`src/rtl/mm_fifo_window.sv`:
```
module mm_fifo_window #(
  parameter int DEPTH  = 8,
  parameter int DATA_W = 32,
  parameter int ADDR_W = 3
) (
  input  logic              clk,
  input  logic              rst_n,
  input  logic [ADDR_W-1:0] bus_addr,
  input  logic              bus_wr,
  input  logic [31:0]       bus_wdata,
  input  logic              bus_rd,
  output logic [31:0]       bus_rdata,
  output logic              dn_valid,
  input  logic              dn_ready,
  output logic [DATA_W-1:0] dn_data,
  input  logic              up_valid,
  output logic              up_ready,
  input  logic [DATA_W-1:0] up_data
);
  localparam int PTR_W = $clog2(DEPTH);
  localparam int CNT_W = $clog2(DEPTH + 1);
  localparam logic [PTR_W-1:0] LAST = PTR_W'(DEPTH - 1);
  localparam logic [CNT_W-1:0] FULL = CNT_W'(DEPTH);

  logic [DATA_W-1:0] tx_mem [DEPTH];
  logic [DATA_W-1:0] rx_mem [DEPTH];
  logic [PTR_W-1:0]  tx_wp, tx_rp, rx_wp, rx_rp;
  logic [CNT_W-1:0]  tx_cnt, rx_cnt;
  logic              udf_q, ovf_q;

  function automatic logic [PTR_W-1:0] step(input logic [PTR_W-1:0] p);
    return (p == LAST) ? '0 : p + 1'b1;
  endfunction

  wire hit_data = bus_addr == '0;
  wire hit_stat = bus_addr == ADDR_W'(1);
  wire tx_full  = tx_cnt == FULL;
  wire tx_empty = tx_cnt == '0;
  wire rx_full  = rx_cnt == FULL;
  wire rx_empty = rx_cnt == '0;

  wire tx_push = bus_wr & hit_data & ~tx_full;
  wire tx_pop  = dn_valid & dn_ready;
  wire rx_push = up_valid & up_ready;
  wire rx_pop  = bus_rd & hit_data & ~rx_empty;
  wire udf_set = bus_rd & hit_data & rx_empty;
  wire ovf_set = bus_wr & hit_data & tx_full;
  wire udf_clr = bus_wr & hit_stat & bus_wdata[8];
  wire ovf_clr = bus_wr & hit_stat & bus_wdata[9];

  assign dn_valid = ~tx_empty;
  assign dn_data  = tx_mem[tx_rp];
  assign up_ready = ~rx_full;

  always_ff @(posedge clk) begin
    if (tx_push) tx_mem[tx_wp] <= bus_wdata[DATA_W-1:0];
    if (rx_push) rx_mem[rx_wp] <= up_data;
  end

  always_ff @(posedge clk) begin
    if (!rst_n) begin
      tx_wp  <= '0;
      tx_rp  <= '0;
      tx_cnt <= '0;
      rx_wp  <= '0;
      rx_rp  <= '0;
      rx_cnt <= '0;
    end else begin
      if (tx_push) tx_wp <= step(tx_wp);
      if (tx_pop)  tx_rp <= step(tx_rp);
      if (rx_push) rx_wp <= step(rx_wp);
      if (rx_pop)  rx_rp <= step(rx_rp);
      tx_cnt <= tx_cnt + CNT_W'(tx_push) - CNT_W'(tx_pop);
      rx_cnt <= rx_cnt + CNT_W'(rx_push) - CNT_W'(rx_pop);
    end
  end

  always_ff @(posedge clk) begin
    if (!rst_n) begin
      udf_q <= 1'b0;
      ovf_q <= 1'b0;
    end else begin
      udf_q <= udf_set | (udf_q & ~udf_clr);
      ovf_q <= ovf_set | (ovf_q & ~ovf_clr);
    end
  end

  logic [31:0] rd_word;
  always_comb begin
    rd_word = '0;
    case (bus_addr)
      ADDR_W'(0): if (!rx_empty) rd_word[DATA_W-1:0] = rx_mem[rx_rp];
      ADDR_W'(1): begin
        rd_word[0] = rx_empty;
        rd_word[1] = tx_full;
        rd_word[2] = rx_full;
        rd_word[3] = tx_empty;
        rd_word[8] = udf_q;
        rd_word[9] = ovf_q;
      end
      ADDR_W'(2): rd_word = 32'(DEPTH);
      ADDR_W'(3): rd_word = 32'(rx_cnt);
      ADDR_W'(4): rd_word = 32'(tx_cnt);
      default:    rd_word = '0;
    endcase
  end

  always_ff @(posedge clk) begin
    if (!rst_n)      bus_rdata <= '0;
    else if (bus_rd) bus_rdata <= rd_word;
  end
endmodule


```
`config.mk`:
```
export PLATFORM = sky130hd
export DESIGN_NAME = mm_fifo_window
export DESIGN_NICKNAME = d
export VERILOG_FILES = /design/src/rtl/mm_fifo_window.sv
export SDC_FILE = /design/constraint.sdc
export NUM_CORES = 1
export LEC_CHECK = 0
export BUFFER_PORTS_ARGS = -buffer_cell sky130_fd_sc_hd__buf_2
export CAP_MARGIN = 20
export CORE_AREA = 2 2 326 199
export DETAILED_ROUTE_END_ITERATION = 10
export DIE_AREA = 0 0 328 201
export SYNTH_ARGS = -nofsm -noshare
export SYNTH_HDL_FRONTEND = slang
export SYNTH_SLANG_ARGS = --single-unit
```
`constraint.sdc`:
```
create_clock -name clk -period 10.4 [get_ports clk]
set_input_delay 2.08 -clock clk [delete_from_list [all_inputs] [get_ports clk]]
set_output_delay 2.08 -clock clk [all_outputs]
set_load 0.05 [all_outputs]
```
======== Word level (Yosys, flattened, before mapping) ========
Memory sizes are Yosys's and may differ from the RTL's. A register that Yosys moved wholly into a read port is not among the register bits.
Cells that the tools add are included.
storage, ports and cells
  register bits ........................... 54
  bits in writable memories ............... 512
  input bits .............................. 73
  output and inout port bits .............. 66
  word-level logic and storage cells ...... 70
  memories kept ........................... 2
memory list
  memory  words  bits a word  rd ports  clocked after memory_dff  write ports  line  RTL
  rx_mem  8      32           1         1                         1            26    logic [DATA_W-1:0] rx_mem [DEPTH];
  tx_mem  8      32           1         1                         1            25    logic [DATA_W-1:0] tx_mem [DEPTH];
cells by class
  $add $sub $neg .......................... 8
  eq/ne operators ......................... 10
  mux-type cells .......................... 17
  bitwise operators ....................... 21
  reductions and logical operators ........ 3
operator list
  kind                                                                   number
  32-bit 2-to-1 mux                                                      1
  3-bit 2-to-1 mux                                                       8
  22-bit 2-to-1 mux                                                      1
  4-bit case mux with 5 select lines                                     1
  3-bit equality test, second input constant                             5
  1-bit bitwise AND                                                      13
  3-bit by 1-bit adder with 3-bit output, second input constant          4
  4-bit by 1-bit adder with 4-bit output                                 2
  4-bit equality test, second input constant                             2
  4-bit logical NOT                                                      2
  4-bit by 1-bit subtractor with 4-bit output                            2
  3-bit by 2-bit equality test with 1-bit output, second input constant  2
  1-bit NOT                                                              6
  1-bit 2-to-1 mux                                                       4
  4-bit 2-to-1 mux                                                       1
  2-bit case mux with 2 select lines                                     1
  3-bit by 1-bit equality test with 1-bit output, second input constant  1
  3-bit logical NOT                                                      1
  1-bit OR                                                               2

======== Logic depth before layout (Yosys ltp) ========
  word-level depth ........................ 6
  gate-level depth with buffers ........... 13

======== Least setup slack after synthesis ========
No wires, ideal clock.
  kind .................................... input-to-reg
  start point ............................. in bus_addr[0]
  end point ............................... mem tx_mem[0][0], enable pin
  setup time .............................. 0.501 ns
  arrival ................................. 5.891 ns
  slack ................................... 4.008 ns
  cell stages on the path ................. 5
  buffers on the path ..................... 2
  cells stage by stage .................... clkbuf_1 -> nor4b_2 -> nand2b_1 -> buf_2 -> nor4_1
between the ends
  word-level cells in the longest chain between the ends .. 5
ends and longest elaborated chain
  item                                    line  RTL
  from (decl)                             8     input logic [ADDR_W-1:0] bus_addr,
  3-bit logical NOT                       35    wire hit_data = bus_addr == '0;
  1-bit bitwise AND (2 in a row)          42    wire tx_push = bus_wr & hit_data & ~tx_full;
  1-bit 2-to-1 mux                        56    if (tx_push) tx_mem[tx_wp] <= bus_wdata[DATA_W-1:0];
  1-bit 2-to-1 mux (implied by the code)  56
  to (decl)                               25
Every way passes these cells.

==> results by group <==
Status
  – Status: finished clean

Routing
  – DRC: 0
  – Vias/cell: 4.98
  – Initial drt markers: 704
  – Post-route ant nets: 0
  – Routed vias: 10300
  – DRT met1 WL: 22000 um
  – Top Layer Used: met5
  – Pre-antenna DRT Iters: 4
  – DR WL met2: 20600 um
  – Post-Route WL: 45500 um
  – WL met3: 1930 um
  – Avg WL per Cell: between 20 and 25 um

Global route
  – Largest net degree at the start of global routing: 65
  – Grt total ovfl: 0
  – Total Routing Usage GR: 13.9%
  – Antenna violations before repair: 2
  – Vias in the first global route: 10800
  – Global-route wire length before repair: 68700 um

Yosys
  – Sequential area share after synthesis: 76.1%
  – Post-synth cell types: 46
  – Dominant synthesized flop cell: edfxtp_1
  – Synthesized flop and latch total: 572
  – Syn nets: 1102
  – Post-Syn Area: 0.0218 mm^2
  – Mean Syn Cell Area: 21.6 um^2
  – Synth Instances: 1008
  – EDFF count, synth: 512
  – Ys async rst share: 0%
  – Synth warn: 0

STA
  – Final setup viols: 0
  – Final hold viol count: 0
  – Setup ws final: roughly 5100 ps
  – Max_slew headroom: 33.4%
  – Fmax: ~190 MHz
  – Unrepaired setup endpoints after global routing: no
  – Hold Slack: 456 ps
  – Period utilisation layout: 50.5%
  – Final Max Tran Viols: 0
  – Setup_tns: 0 ps
  – Worst slew pin tran: 1000 ps
  – Tmin final: 5250 ps
  – Worst Clk Skew: just over 40 ps

Cells and area
  – Multi-input logic area: 0.00499 mm^2
  – Filler cells: roughly 5500
  – Leading cell types in the layout, fill and taps excluded: edfxtp_1, buf_2, mux4_2
  – Area grow syn2layout: 16.7%
  – Nets@finish: ~1300
  – Final std cells w/o fill: 2068
  – Share of cells above drive strength 1: a little under two fifths
  – Reg area: 0.0166 mm^2
  – Commonest non-fill, non-tap cell in the layout: edfxtp_1
  – Antenna diode count: 0

Placement
  – Port bufs: 138
  – Post-DP HPWL: 25000 um
  – Final GP Congestion: 0.705
  – Cells after DPL: 1969
  – Post-Place Setup Slack: 5680 ps

CTS
  – Resized cells post-CTS: 0
  – Largest buffer count on any clock path: 3
  – Clk_lat worst skew: 620 ps
  – Worst-path clk slew: 70 ps
  – Clock sinks: between 500 and 600
  – CTS tree: yes
  – CTS H-tree lvls: 2
  – Number of buffers added for setup after CTS: 0
  – Cts-stage hold buffer count: 0
  – Clock root buffer: clkbuf_16
  – Total CTS buffers: 53

Setup path
  – Crit path capture type: primary output
  – R2R setup slack: ~7600 ps
  – Worst-path maximum fanout: 44
  – Type of origin of the critical path: register
  – Kind of critical path: register to primary output
  – Critical path data arrival time: 3170 ps
  – CP Data Required Time: roughly 8300 ps

Job
  – Maxcap violations: 0

Floorplanning
  – Row count: 72
  – Num ports: between 100 and 150
  – Chip width: 328 um
  – Core area: between 0.06 and 0.07 mm^2
  – Die height: 201 um
  – Initial Util: around a third
  – Total Die Area: around 0.066 mm^2

Pwr
  – Max rail drop VDD: about 0.11 mV
  – Pwr dens: ~210 mW/mm^2
  – Pleak: 8.19 nW

Min path
  – Hold crit path type: register to register
power breakdown:
part           total [mW]  internal [mW]  switching, mW
Sequential           2.63           2.58         0.0471
Combinational       0.722          0.292          0.430
Clock                2.03           1.17          0.868
Total                5.38           4.04           1.35
synth_stat cells, types with 5 or more instances:
| master | count | area (um^2) |
|---|---|---|
| clkbuf_1 | 27 | 101 |
| nand3_1 | 10 | 50.1 |
| a21oi_1 | 15 | 75.1 |
| buf_4 | 7 | 52.6 |
| ha_1 | 19 | 238 |
| nand2b_1 | 8 | 50.1 |
| edfxtp_1 | 512 | 15400 |
| and2_1 | 5 | 31.3 |
| mux2_2 | 61 | 687 |
| a22o_1 | 26 | 228 |
| inv_1 | 14 | 52.6 |
| nor3_1 | 8 | 40.0 |
| mux4_2 | 124 | 2790 |
| nor2_1 | 20 | 75.1 |
| buf_2 | 12 | 60.1 |
| nand2_1 | 19 | 71.3 |
| mux2i_1 | 6 | 60.1 |
| dfxtp_1 | 60 | 1200 |
worst max-delay path, stage by stage, from the launching register on:
cell	delay, ps
dfxtp_4	630
buf_4	770
mux4_2	590
mux2_2	310
buf_2	220
cell families (layout without fill, tap and decap cells):
| family | count (synthesis) | count (layout) | share of synthesized area [%] |
|---|---|---|---|
| AO/OA/AOI/OAI | 58 | 58 | 2.00 |
| XOR/XNOR | 5 | 5 | 0.201 |
| adder cells (fa/ha/maj) | 21 | 21 | 1.28 |
| buffers and inverters | 67 | 276 | 1.48 |
| flip-flops | 572 | 572 | 76.1 |
| multiplexers | 195 | 195 | 16.7 |
| AND/OR/NAND/NOR | 90 | 90 | 2.21 |
final timing paths:
check	from	cells after the start	to
worst max-delay path	register	4	dn_data[3]
worst min register to register	rx_rp[1]$_SDFFE_PN0P_	2	register
worst max register to register	register	5	bus_rdata[9]$_SDFFE_PN0P_
worst min-delay path	rx_rp[1]$_SDFFE_PN0P_	2	register
layout make-up:
cell class | instances | share of cell area (%)
timing repair buffer | 162 | 3.48
clock buffer | 61 | 5.45
tap | 851 | 4.19
clock inverter | 38 | 1.77
multi-input combinational | 369 | 19.6
sequential | 572 | 65.3
inverter | 15 | 0.222
metal layers:
layer | vias to the layer above | global-route usage, %
li1 | 4509 | -
met1 | 5521 | 20.7
met2 | 196 | 20.8
met3 | 69 | 2.58
met4 | 2 | 3.96
met5 | - | 0
registers in the layout, indices dropped and copies added, names as in the netlist, named ones only:
| register | count |
|---|---|
| rx_wp | 3 |
| tx_cnt | 4 |
| ovf_q | 1 |
| rx_cnt | 4 |
| tx_rp | 3 |
| rx_rp | 3 |
| rx_mem | 256 |
| tx_mem | 256 |
| tx_wp | 3 |
| bus_rdata | 32 |
| udf_q | 1 |
stage by stage:
step	power [mW]	utilization (%)	instance area (um^2)
CTS	5.46	40.1	25400
detailed placement	3.41	37.2	23600
global route	5.60	40.1	25400
global placement	3.40	37.2	23600
floorplan	3.22	-	21800
finish	5.38	40.1	25400
Power figures use the tool's default switching activity.
